**config.mk**
```make
export PLATFORM = sky130hd
export DESIGN_NAME = printer_port_regs
export DESIGN_NICKNAME = d
export VERILOG_FILES = /design/src/rtl/pp_pkg.sv /design/src/rtl/pp_control.sv /design/src/rtl/pp_status.sv /design/src/rtl/printer_port_regs.sv
export SDC_FILE = /design/constraint.sdc
export NUM_CORES = 1
export LEC_CHECK = 0
export ABC_AREA = 1
export BUFFER_PORTS_ARGS = -buffer_cell sky130_fd_sc_hd__buf_2
export CAP_MARGIN = 20
export CORE_ASPECT_RATIO = 1.1
export CORE_MARGIN = 2
export CORE_UTILIZATION = 50
export DETAILED_ROUTE_END_ITERATION = 16
export PLACE_DENSITY = 0.81
export SYNTH_ARGS = -nofsm -noshare
export SYNTH_HDL_FRONTEND = slang
export SYNTH_HIERARCHICAL = 1
export SYNTH_SLANG_ARGS = --single-unit
```
**constraint.sdc**
```tcl
create_clock -name clk -period 1.45 [get_ports clk]
set_clock_uncertainty 0.05 [all_clocks]
set_input_delay 0.145 -clock clk [delete_from_list [all_inputs] [get_ports clk]]
set_output_delay 0.145 -clock clk [all_outputs]
set_load 0.05 [all_outputs]
```
**src/rtl/pp_pkg.sv**
```systemverilog
package pp_pkg;
  typedef logic [7:0] byte_t;

  localparam int unsigned OFS_DATA = 0;
  localparam int unsigned OFS_STAT = 1;
  localparam int unsigned OFS_CTRL = 2;

  // status bit positions
  localparam int unsigned SB_BUSY = 7;
  localparam int unsigned SB_ACK  = 6;
  localparam int unsigned SB_ERR  = 3;
  localparam int unsigned SB_ONL  = 4;
  localparam int unsigned SB_TMO  = 0;
  // control bit positions
  localparam int unsigned CB_DIR  = 5;
  localparam int unsigned CB_IEN  = 4;
  localparam int unsigned CB_SEL  = 3;
  localparam int unsigned CB_INIT = 2;
  localparam int unsigned CB_STB  = 0;

  localparam byte_t STAT_RST    = 8'hD9;
  localparam byte_t STAT_FORCED = 8'hD8;
  localparam byte_t STAT_MASK   = 8'hF9;
  localparam byte_t CTRL_RST    = 8'h0C;
  localparam byte_t UNUSED_RD   = 8'hFF;

  // written control value requests a strobe (init, select and strobe high)
  function automatic logic strobe_req(byte_t nc);
    return nc[CB_INIT] & nc[CB_SEL] & nc[CB_STB];
  endfunction

  // a byte leaves only when the stored strobe was low
  function automatic logic strobe_fire(byte_t oc, byte_t nc);
    return strobe_req(nc) & ~oc[CB_STB];
  endfunction

  function automatic byte_t stat_on_ctrl_wr(byte_t st, byte_t nc);
    byte_t r;
    r = st;
    if (!nc[CB_INIT]) r = STAT_FORCED;
    else if (nc[CB_SEL] && nc[CB_STB]) r[SB_BUSY] = 1'b0;
    return r;
  endfunction

  function automatic logic poll_active(byte_t st, byte_t c);
    return ~st[SB_BUSY] & ~c[CB_STB];
  endfunction

  function automatic byte_t stat_on_poll(byte_t st);
    byte_t r;
    r = st;
    if (st[SB_ACK]) r[SB_ACK] = 1'b0;
    else begin
      r[SB_ACK]  = 1'b1;
      r[SB_BUSY] = 1'b1;
    end
    return r;
  endfunction
endpackage

```
**src/rtl/pp_control.sv**
```systemverilog
module pp_control
  import pp_pkg::*;
(
  input  logic  clk,
  input  logic  rst_n,
  input  logic  data_wr,
  input  logic  ctrl_wr,
  input  byte_t wdata,
  output byte_t ctrl_q,
  output byte_t data_q,
  output byte_t pd_out,
  output logic  sent_q,
  output logic  fire_ev
);
  assign fire_ev = ctrl_wr & strobe_fire(ctrl_q, wdata);

  always_ff @(posedge clk) begin
    if (!rst_n) begin
      ctrl_q <= CTRL_RST;
      data_q <= '0;
      pd_out <= '0;
      sent_q <= 1'b0;
    end else begin
      sent_q <= fire_ev;
      if (data_wr) data_q <= wdata;
      if (ctrl_wr) ctrl_q <= wdata;
      if (fire_ev) pd_out <= data_q;
    end
  end

  assert_sent_one_clock_R11: assert property (@(posedge clk) disable iff (!rst_n)
    sent_q |=> !sent_q);
  assert_stb_stored_R6: assert property (@(posedge clk) disable iff (!rst_n)
    sent_q |-> ctrl_q[CB_STB]);
endmodule

```
**src/rtl/pp_status.sv**
```systemverilog
module pp_status
  import pp_pkg::*;
(
  input  logic  clk,
  input  logic  rst_n,
  input  logic  ctrl_wr,
  input  logic  stat_rd,
  input  byte_t wdata,
  input  byte_t ctrl_q,
  output byte_t status_q,
  output logic  pending_q
);
  logic poll_ev;
  assign poll_ev = stat_rd & poll_active(status_q, ctrl_q);

  always_ff @(posedge clk) begin
    if (!rst_n) begin
      status_q  <= STAT_RST;
      pending_q <= 1'b0;
    end else if (ctrl_wr) begin
      status_q <= stat_on_ctrl_wr(status_q, wdata);
      if (wdata[CB_INIT] && strobe_req(wdata) && wdata[CB_IEN]) pending_q <= 1'b1;
    end else if (poll_ev) begin
      status_q <= stat_on_poll(status_q);
      if (!status_q[SB_ACK]) pending_q <= 1'b0;
    end
  end

  assert_init_forces_R4: assert property (@(posedge clk) disable iff (!rst_n)
    (ctrl_wr && !wdata[CB_INIT]) |=> status_q == STAT_FORCED);
  assert_busy_clear_R5: assert property (@(posedge clk) disable iff (!rst_n)
    (ctrl_wr && wdata[CB_INIT] && wdata[CB_SEL] && wdata[CB_STB]) |=> !status_q[SB_BUSY]);
  assert_ack_clear_R7: assert property (@(posedge clk) disable iff (!rst_n)
    (stat_rd && !status_q[SB_BUSY] && !ctrl_q[CB_STB] && status_q[SB_ACK]) |=> !status_q[SB_ACK]);
  assert_ack_busy_set_R8: assert property (@(posedge clk) disable iff (!rst_n)
    (stat_rd && !status_q[SB_BUSY] && !ctrl_q[CB_STB] && !status_q[SB_ACK])
    |=> (status_q[SB_ACK] && status_q[SB_BUSY] && !pending_q));
endmodule

```
**src/rtl/printer_port_regs.sv**
```systemverilog
module printer_port_regs
  import pp_pkg::*;
#(
  parameter int unsigned OFS_W = 3
) (
  input  logic             clk,
  input  logic             rst_n,
  input  logic             bus_wr,
  input  logic             bus_rd,
  input  logic [OFS_W-1:0] bus_ofs,
  input  logic [7:0]       bus_wdata,
  output logic [7:0]       bus_rdata,
  input  logic [7:0]       pd_in,
  output logic [7:0]       pd_out,
  output logic             byte_sent,
  output logic             irq
);
  logic  data_wr, ctrl_wr, stat_rd, fire_ev, pending_q;
  byte_t ctrl_q, data_q, status_q, din_q;

  assign data_wr = bus_wr && (bus_ofs == OFS_W'(OFS_DATA));
  assign ctrl_wr = bus_wr && (bus_ofs == OFS_W'(OFS_CTRL));
  assign stat_rd = bus_rd && (bus_ofs == OFS_W'(OFS_STAT));

  always_ff @(posedge clk) begin
    if (!rst_n) din_q <= '0;
    else        din_q <= pd_in;
  end

  pp_control u_ctrl (
    .clk(clk), .rst_n(rst_n), .data_wr(data_wr), .ctrl_wr(ctrl_wr),
    .wdata(bus_wdata), .ctrl_q(ctrl_q), .data_q(data_q), .pd_out(pd_out),
    .sent_q(byte_sent), .fire_ev(fire_ev)
  );

  pp_status u_stat (
    .clk(clk), .rst_n(rst_n), .ctrl_wr(ctrl_wr), .stat_rd(stat_rd),
    .wdata(bus_wdata), .ctrl_q(ctrl_q), .status_q(status_q), .pending_q(pending_q)
  );

  always_comb begin
    unique case (bus_ofs)
      OFS_W'(OFS_DATA): bus_rdata = ctrl_q[CB_DIR] ? din_q : data_q;
      OFS_W'(OFS_STAT): bus_rdata = status_q & STAT_MASK;
      OFS_W'(OFS_CTRL): bus_rdata = ctrl_q;
      default:          bus_rdata = UNUSED_RD;
    endcase
  end

  assign irq = pending_q & ctrl_q[CB_IEN];

  assert_irq_gated_R9: assert property (@(posedge clk) disable iff (!rst_n)
    irq |-> ctrl_q[CB_IEN]);
  assert_send_cause_R6: assert property (@(posedge clk) disable iff (!rst_n)
    byte_sent |-> $past(bus_wr && bus_ofs == OFS_W'(OFS_CTRL) && bus_wdata[CB_STB]
                        && bus_wdata[CB_SEL] && bus_wdata[CB_INIT]));
  assert_unused_noctrl_R10: assert property (@(posedge clk) disable iff (!rst_n)
    (bus_wr && bus_ofs > OFS_W'(OFS_CTRL) && !bus_rd) |=> $stable(ctrl_q));
endmodule

```
### Word level (Yosys, flattened, before mapping)

Index checks and enable logic that the tools add are counted.
W data, S select, Z words.

* bits in registers: 42
* bits of input ports: 23
* logic and storage cells: 50

* equality and inequality tests: 6
* muxes and demuxes: 13
* bitwise gates (word level): 10
* reduce and logical (&&, ||, !) cells: 12

Operators with widths (number)
* $mux W8: 3
* $pmux W8 S3: 1
* $mux W1: 8
* $and A1 B1 Y1: 7
* $mux W7: 1
* $logic_and A1 B1 Y1: 6
* $reduce_and A3 Y1: 2
* $ne A2 B2 Y1 const B: 2
* $reduce_and A2 Y1: 2
* $eq A3 B1 Y1 const B: 1
* $eq A3 B2 Y1 const B: 1
* $logic_not A3 Y1: 1
* $ne A3 B2 Y1 const B: 1
* $not A1 Y1: 3
* $ne A2 B1 Y1 const B: 1
* $reduce_bool A2 Y1: 1

### Logic depth before layout (Yosys ltp)

Gate-level depths: netlist (run 1).

* depth after elaboration: 6
* depth in mapped cells: 9

### Cells and area by module

Netlist (run 1), hierarchy kept.

By module, submodules not included
* pp_control: times used 1, cells an instance 119, area each 939.7 µm²
* printer_port_regs: times used 1, cells an instance 99, area each 566.8 µm²
* pp_status: times used 1, cells an instance 33, area each 234.0 µm²

### Worst setup path before layout (run 1)

Ideal clock, no wire load.

* path kind: input-to-reg
* start: input bus_ofs[1]
* end: register u_ctrl.pd_out[0]
* library setup time: 0.114 ns
* arrival time: 1.173 ns
* required time: 1.286 ns
* path slack: 0.113 ns
* stages on the path: 9
* cells stage by stage: buf_6 -> inv_2 -> nor3_1 -> buf_4 -> nand2_4 -> inv_2 -> nand3_1 -> nand2_1 -> nor2_1

* longest elaborated chain between the ends: 3

Ends and longest elaborated chain
* start, declared: line printer_port_regs.sv:10 `input logic [OFS_W-1:0] bus_ofs,`
* $eq A3 B2 Y1: line printer_port_regs.sv:22 `assign ctrl_wr = bus_wr && (bus_ofs == OFS_W'(OFS_CTRL));`
* $logic_and A1 B1 Y1: line printer_port_regs.sv:22
* named net ctrl_wr: line printer_port_regs.sv:18 `logic data_wr, ctrl_wr, stat_rd, fire_ev, pending_q;`
* $and A1 B1 Y1: line pp_control.sv:15 `assign fire_ev = ctrl_wr & strobe_fire(ctrl_q, wdata);`
* end signal, assigned: line pp_control.sv:27 `if (fire_ev) pd_out <= data_q;`
* end, declared: line pp_control.sv:11 `output byte_t pd_out,`

The timed path passes the listed nets, and every way through them passes these cells.
A chain may end at the register's enable or synchronous reset.

### Final worst setup path (run 1)

* start: register u_ctrl.ctrl_q[5]
* end: output bus_rdata[0]

* longest elaborated chain between the ends: 2

Ends and longest elaborated chain
* start, declared: line pp_control.sv:9 `output byte_t ctrl_q,`
* start signal, assigned: line pp_control.sv:26 `if (ctrl_wr) ctrl_q <= wdata;`
* $mux W8: line printer_port_regs.sv:43 `OFS_W'(OFS_DATA): bus_rdata = ctrl_q[CB_DIR] ? din_q : data_q;`
* $pmux W8 S3: line printer_port_regs.sv:42 `unique case (bus_ofs)`
* end, declared: line printer_port_regs.sv:12 `output logic [7:0] bus_rdata,`

Every way passes these cells.

==> reports/metrics.yaml, run 1 <==
regArea_sq_um: 764
fp.dieH_um: 65.6
hold_class: "in -> reg"
drt_iter0_drc: 75
slowest_delay_ns: 0.38
grt_pass1_vias: 1538
antenna_found_initial: 0
endpoint: "bus_rdata[0]"
antennaDiodeCount: 0
crit_path_start: "u_ctrl/ctrl_q[5]$_SDFFE_PN0P_"
grt_overflow_total: 0
cp_max_fo: 4
hpwl_um: 2760
cp-end-kind: "output port"
routed_wl_um: 4580
critPathLaunchType: "flop"
drc: 0
multiInputGateArea_sq_um: 856
min_period_ns: 1.52
syn_inst: 249
ctsLongestPathBuffers: 2
clockRootBuffer: "clkbuf_4"
firstDrtPassIters: 4
initial_utilization: 0.518
synth_area_per_cell_sq_um: 6.93
p_leak_nw: 1.12
cp_common_cell: "nand2_1"
fmax_mhz: 658
cts_made_buffers: 5
reg2regPathDepth: 5
rrSetupSlack_ns: 0.43
portBuffers: 40
setup_viol: 8
rsz0062_at_grt: "true"
wl_per_cell_um: 13.0
clk_latency_ns: 0.33
postCtsSetupRepairBufs: 0
powerDensity_nw_per_um2: 866
finalMaxSlewViolations: 0
nFillCells: 274
gp_congestion: 0.868
violations: "setup timing"
crit_chain: "buf_4, nand2_1, nand2_1, nand2_1, nand3_2, buf_8"
syn2layout_area_growth_pct: 32.6
synth_area_sq_um: 1730
crit_cells: 6
holdCritStartpoint: "bus_wdata[7]"
hold_slack_ns: 0.00375
cp_data_required_time_ns: 1.25
setup_ws_ns: -0.0707
ir_drop_mv: 0.602
clk_pin_slew_ns: 0.12
finalHoldViolations: 0
r2r_start: "u_ctrl/ctrl_q[0]$_SDFFE_PN0P_"
die-area_sq_um: 3940
cts_tree: "built"
track_usage: 0.218
critPathTopFamily: "flip-flops"
grt_pass1_wl_um: 6480
fp-row-count: 22
r2r-end: "u_ctrl/pd_out[2]$_SDFFE_PN0P_"
layout.nets: 326
io_pins: 41
ant_nets: 0
min_period_over_period: 1.05
route.vias.total: 1806
core_area_sq_um: 3330
yosys_warnings: 6
grt_max_degree: 19
crit_slowest_cell: "dfxtp_4"
cap_violations: 0
die_w_um: 60.0
vias_per_cell: 5.13
synth.net_count: 272
htreeDepth: 2
crit_type: "reg -> out"
critPathArrivalTime_ns: 1.33
path_buf_inv: 2
p_total_mw: 1.98
clock_sinks: 38
drive_above_1_share: 0.306
status: "finished with violations"
==> flip-flops by register name, summed over array words and instances (netlist names) <==
signal	count
din_q	8
u_ctrl/ctrl_q	8
u_ctrl/data_q	8
u_ctrl/pd_out	8
u_ctrl/sent_q	1
u_stat/pending_q	1
u_stat/status_q	4
==> through the flow <==
| step | TNS (ns) | setup WS [ns] | std cells | cell area, sq um | utilization |
|---|---|---|---|---|---|
| CTS | -0.131 | -0.0437 | 351 | 2210 | 0.665 |
| detailed placement | 0 | 0.0293 | 333 | 1970 | 0.590 |
| global route | -0.744 | -0.138 | 352 | 2290 | 0.687 |
| finish | -0.369 | -0.0707 | 352 | 2290 | 0.687 |
| global placement | 0 | 0.0633 | 333 | 1970 | 0.590 |
| floorplan | 0 | 0.113 | 249 | 1730 | - |
==> worst register-to-register path: stages (launching register included) <==
cell and delay, ns:
dfxtp_1 0.48, inv_1 0.08, nand3_2 0.12, nor2_8 0.06
nor2_1 0.09, nor2_1 0.05
==> power by group <==
part	leakage (nW)	internal, mW	switching (mW)	total (mW)
Sequential	0.311	1.07	0.0175	1.09
Clock	0.0343	0.233	0.342	0.576
Combinational	0.776	0.120	0.195	0.315
Total	1.12	1.43	0.555	1.98
==> worst min path at each step <==
stage	end	cells after the start	slack (ns)
after floorplan	u_stat/status_q[0]$_SDFFE_PN1P_	1	0.16
after global placement	din_q[1]$_SDFF_PN0_	3	0.28
after detailed placement	din_q[7]$_SDFF_PN0_	3	0.28
after CTS	u_ctrl/ctrl_q[7]$_SDFFE_PN0P_	3	0.0007
after global routing	u_ctrl/ctrl_q[6]$_SDFFE_PN0P_	3	0.03
final	u_ctrl/ctrl_q[7]$_SDFFE_PN0P_	3	0.004
==> cell type report <==
type,count,share of cell area
clock buffer,6,0.0224
multi-input combinational,169,0.374
clock inverter,2,0.00547
sequential,38,0.334
inverter,33,0.0552
tap,48,0.0262
timing repair buffer,56,0.183
==> metal layers <==
layer	vias up	global-route usage	wire [um]
met3	17	0.0335	262
met5	-	0	0
li1	882	-	-
met2	69	0.385	2330
met1	838	0.251	1820
met4	0	0.100	175
==> timing repair <==
| action | CTS | global route |
|---|---|---|
| cloned | 0 | 1 |
| endpoints found under the setup margin | 8 | 8 |
| hold endpoints to repair | 10 | 0 |
| pin swaps | 0 | 8 |
| resized for setup | 24 | 23 |
| hold buffers | 10 | 0 |
==> placed cells by master (no fill, tap or decap), types with 3 or more instances in the layout <==
cell type and n:
o21ai_0 12, inv_2 6, buf_8 5, buf_6 4, nand2_4 3, nor3_1 4
inv_1 26, dfxtp_1 37, nand2_1 52, a21oi_1 15, nor2_1 31, nand2_2 14
dlygate4sd3_1 10, buf_4 5, nand3_1 20, clkbuf_4 5, nand3_2 9, buf_2 32
Note: power is estimated with default switching activity, not from simulation.
==> run 2: changes to the inputs <==
Settings changed: TNS_END_PERCENT set to 20.
Clock period 1.45 ns to 1.6 ns, I/O delays scaled along.
==> run 2 against run 1 <==
  * The run now ends clean
  * Via count shrank 7.2%
  * Hold slack gained 0.0080 ns
  * Die area is the same
  * Largest cell class unchanged
  * Sequential share of layout area grew 1.5 points
  * Clock power grew 14%
  * Final area shrank 4.4%
  * First-iteration DRC count shrank 27%
  * Combinational power shrank 18%
  * Largest power group unchanged
  * Count of clock-buffer cells in the layout shrank 1
==> reports/metrics.yaml, run 2 (synthesized netlist as in run 1, its figures left out) <==
setup_viol: 0  # was 8
critPathArrivalTime_ns: 1.33  # about the same
ctsLongestPathBuffers: 2  # unchanged
crit_chain: "inv_4, nand2_1, nand2_1, nand2_1, nand3_1, buf_6"  # was buf_4, nand2_1, nand2_1, nand2_1, nand3_2, buf_8
drive_above_1_share: 0.238  # was 0.306
vias_per_cell: 4.79  # was 5.13
grt_overflow_total: 0  # unchanged
route.vias.total: 1676  # was 1,806
ant_nets: 0  # unchanged
htreeDepth: 2  # unchanged
holdCritStartpoint: "bus_wdata[5]"  # was bus_wdata[7]
critPathLaunchType: "flop"  # unchanged
pwr-share-seq: 0.519  # was 0.550
reg2regPathDepth: 5  # unchanged
top_layer: "met4"  # unchanged
portBuffers: 40  # unchanged
wl_met3_um: 226  # was 262 um
io_pins: 41  # unchanged
finalMaxSlewViolations: 0  # unchanged
holdPathEnd: "u_ctrl/ctrl_q[5]$_SDFFE_PN0P_"  # was u_ctrl/ctrl_q[7]$_SDFFE_PN0P_
ir_drop_mv: 0.683  # was 0.602 mV
fp.dieH_um: 65.6  # unchanged
met1_length_um: 1650  # was 1820 um
slowest_delay_ns: 0.38  # about the same
combPwrFrac: 0.135  # was 0.159
cp_common_cell: "nand2_1"  # unchanged
cp-end-kind: "output port"  # unchanged
crit_type: "reg -> out"  # unchanged
wl_per_cell_um: 11.0  # was 13.0 um
antennaDiodeCount: 0  # unchanged
fp-row-count: 22  # unchanged
grt_max_degree: 20  # was 19
crit_slowest_cell: "dfxtp_4"  # unchanged
p_total_mw: 1.90  # was 1.98 mW
antenna_found_initial: 0  # unchanged
cts_tree: "built"  # unchanged
grt_pass1_wl_um: 6110  # was 6480 um
min_period_over_period: 0.963
finalHoldViolations: 0  # unchanged
initial_utilization: 0.518  # unchanged
final_cell_mix: "nand2_1 (65), dfxtp_1 (37), buf_2 (32)"  # was nand2_1 (52), dfxtp_1 (37), buf_2 (32)
cap_violations: 0  # unchanged
syn2layout_area_growth_pct: 26.8  # was 32.6%
sw_frac_of_total: 0.266  # was 0.280
cp_max_fo: 8  # was 4
p_sw_mw: 0.504  # was 0.555 mW
clock_sinks: 38  # unchanged
nFillCells: 295  # was 274
hold_class: "in -> reg"  # unchanged
drt_iter0_drc: 55  # was 75
cp_data_required_time_ns: 1.39  # was 1.25 ns
clkPwrFrac: 0.346  # was 0.291
clk_pin_slew_ns: 0.12  # about the same
grt_pass1_vias: 1527  # was 1,538
min_period_ns: 1.54
hold_slack_ns: 0.0117  # was 0.00375 ns
track_usage: 0.205  # was 0.218
hold_depth: 3  # unchanged
r2r_start: "u_ctrl/ctrl_q[0]$_SDFFE_PN0P_"  # unchanged
die-area_sq_um: 3940  # unchanged
clk_latency_ns: 0.35  # was 0.33 ns
fmax_mhz: 649
layout.nets: 324  # was 326
setup_tns_ns: 0  # was -0.369 ns
p_leak_nw: 1.08  # was 1.12 nW
status: "finished clean"  # was finished with violations
intPower_mw: 1.39  # was 1.43 mW
hpwl_um: 2670  # was 2760 um
final_common_cell: "nand2_1"  # unchanged
core_area_sq_um: 3330  # unchanged
wl_met2_um: 1910  # was 2330 um
powerDensity_nw_per_um2: 867  # was 866 nW/um^2
drc: 0  # unchanged
routed_wl_um: 3860  # was 4580 um
clockRootBuffer: "clkbuf_4"  # unchanged
die_w_um: 60.0  # unchanged
r2r-end: "u_ctrl/pd_out[7]$_SDFFE_PN0P_"  # was u_ctrl/pd_out[2]$_SDFFE_PN0P_
rrSetupSlack_ns: 0.55  # was 0.43 ns
firstDrtPassIters: 6  # was 4
gp_congestion: 0.828  # was 0.868
cts_made_buffers: 5  # unchanged
## run 2: cell count changes in the layout (fill, tap and decap cells not counted), moves of 4 or more
cell,change
nand2_1,+13
nand3_1,+6
buf_8,-5
nand2_2,-13
buf_4,+4
nand3_2,-6
## run 2: final cells by class
class                           count  area, sq um  area share
Clock buffer                        5         37.5      0.0172
Clock inverter                      3         45.0      0.0206
Inverter                           33          126      0.0577
Multi-Input combinational cell    169          793       0.362
Sequential cell                    38          764       0.349
Tap cell                           48         60.1      0.0274
Timing Repair Buffer               54          362       0.165
## run 2: metal layers
layer	up-vias	global-route usage
met2	59	0.340
li1	876	-
met3	12	0.0591
met1	729	0.238
met5	-	0
met4	0	0.0944
## run 2: metrics by stage
step	area [sq um]	cells	utilization	setup slack, ns
finish	2190	350	0.657	0.0591
floorplan	1730	249	-	0.248
CTS	2150	348	0.647	0.00505
global placement	1940	330	0.583	0.191
global route	2190	350	0.657	-0.00582
detailed placement	1940	330	0.583	0.168
## run 2: worst max-delay path by stage
stage               cells after the start  slack (ns)                          start                       endpoint
global route                            6      -0.006  u_ctrl/ctrl_q[5]$_SDFFE_PN0P_                   bus_rdata[5]
finish                                  6        0.06  u_ctrl/ctrl_q[5]$_SDFFE_PN0P_                   bus_rdata[5]
CTS                                     6       0.005  u_ctrl/ctrl_q[5]$_SDFFE_PN0P_                   bus_rdata[6]
detailed placement                      9        0.17                     bus_ofs[1]  u_ctrl/pd_out[1]$_SDFFE_PN0P_
global placement                        9        0.19                     bus_ofs[1]  u_ctrl/pd_out[1]$_SDFFE_PN0P_
floorplan                               9        0.25                     bus_ofs[1]  u_ctrl/pd_out[0]$_SDFFE_PN0P_
## run 2: what timing repair did
action	in CTS	in global routing
resized for setup	11	7
setup endpoints to repair	8	8
setup buffers	0	2
hold endpoints to repair	10	0
hold buffers	10	0
## run 2: worst max-delay path, delay by kind of cell, from the launching register on
family	cells	cell delay, ns
and+or+nand+nor	4	0.32
buffers and inverters	2	0.27
DFF	1	0.38
## run 2: power groups by stage
stage | Combinational (mW) | Clock (mW) | Sequential [mW]
floorplan | 0.150 | 0 | 1.01
CTS | 0.246 | 0.668 | 0.986
finish | 0.257 | 0.656 | 0.985
global placement | 0.217 | 0 | 1.01
detailed placement | 0.219 | 0 | 1.01
global route | 0.279 | 0.710 | 0.988
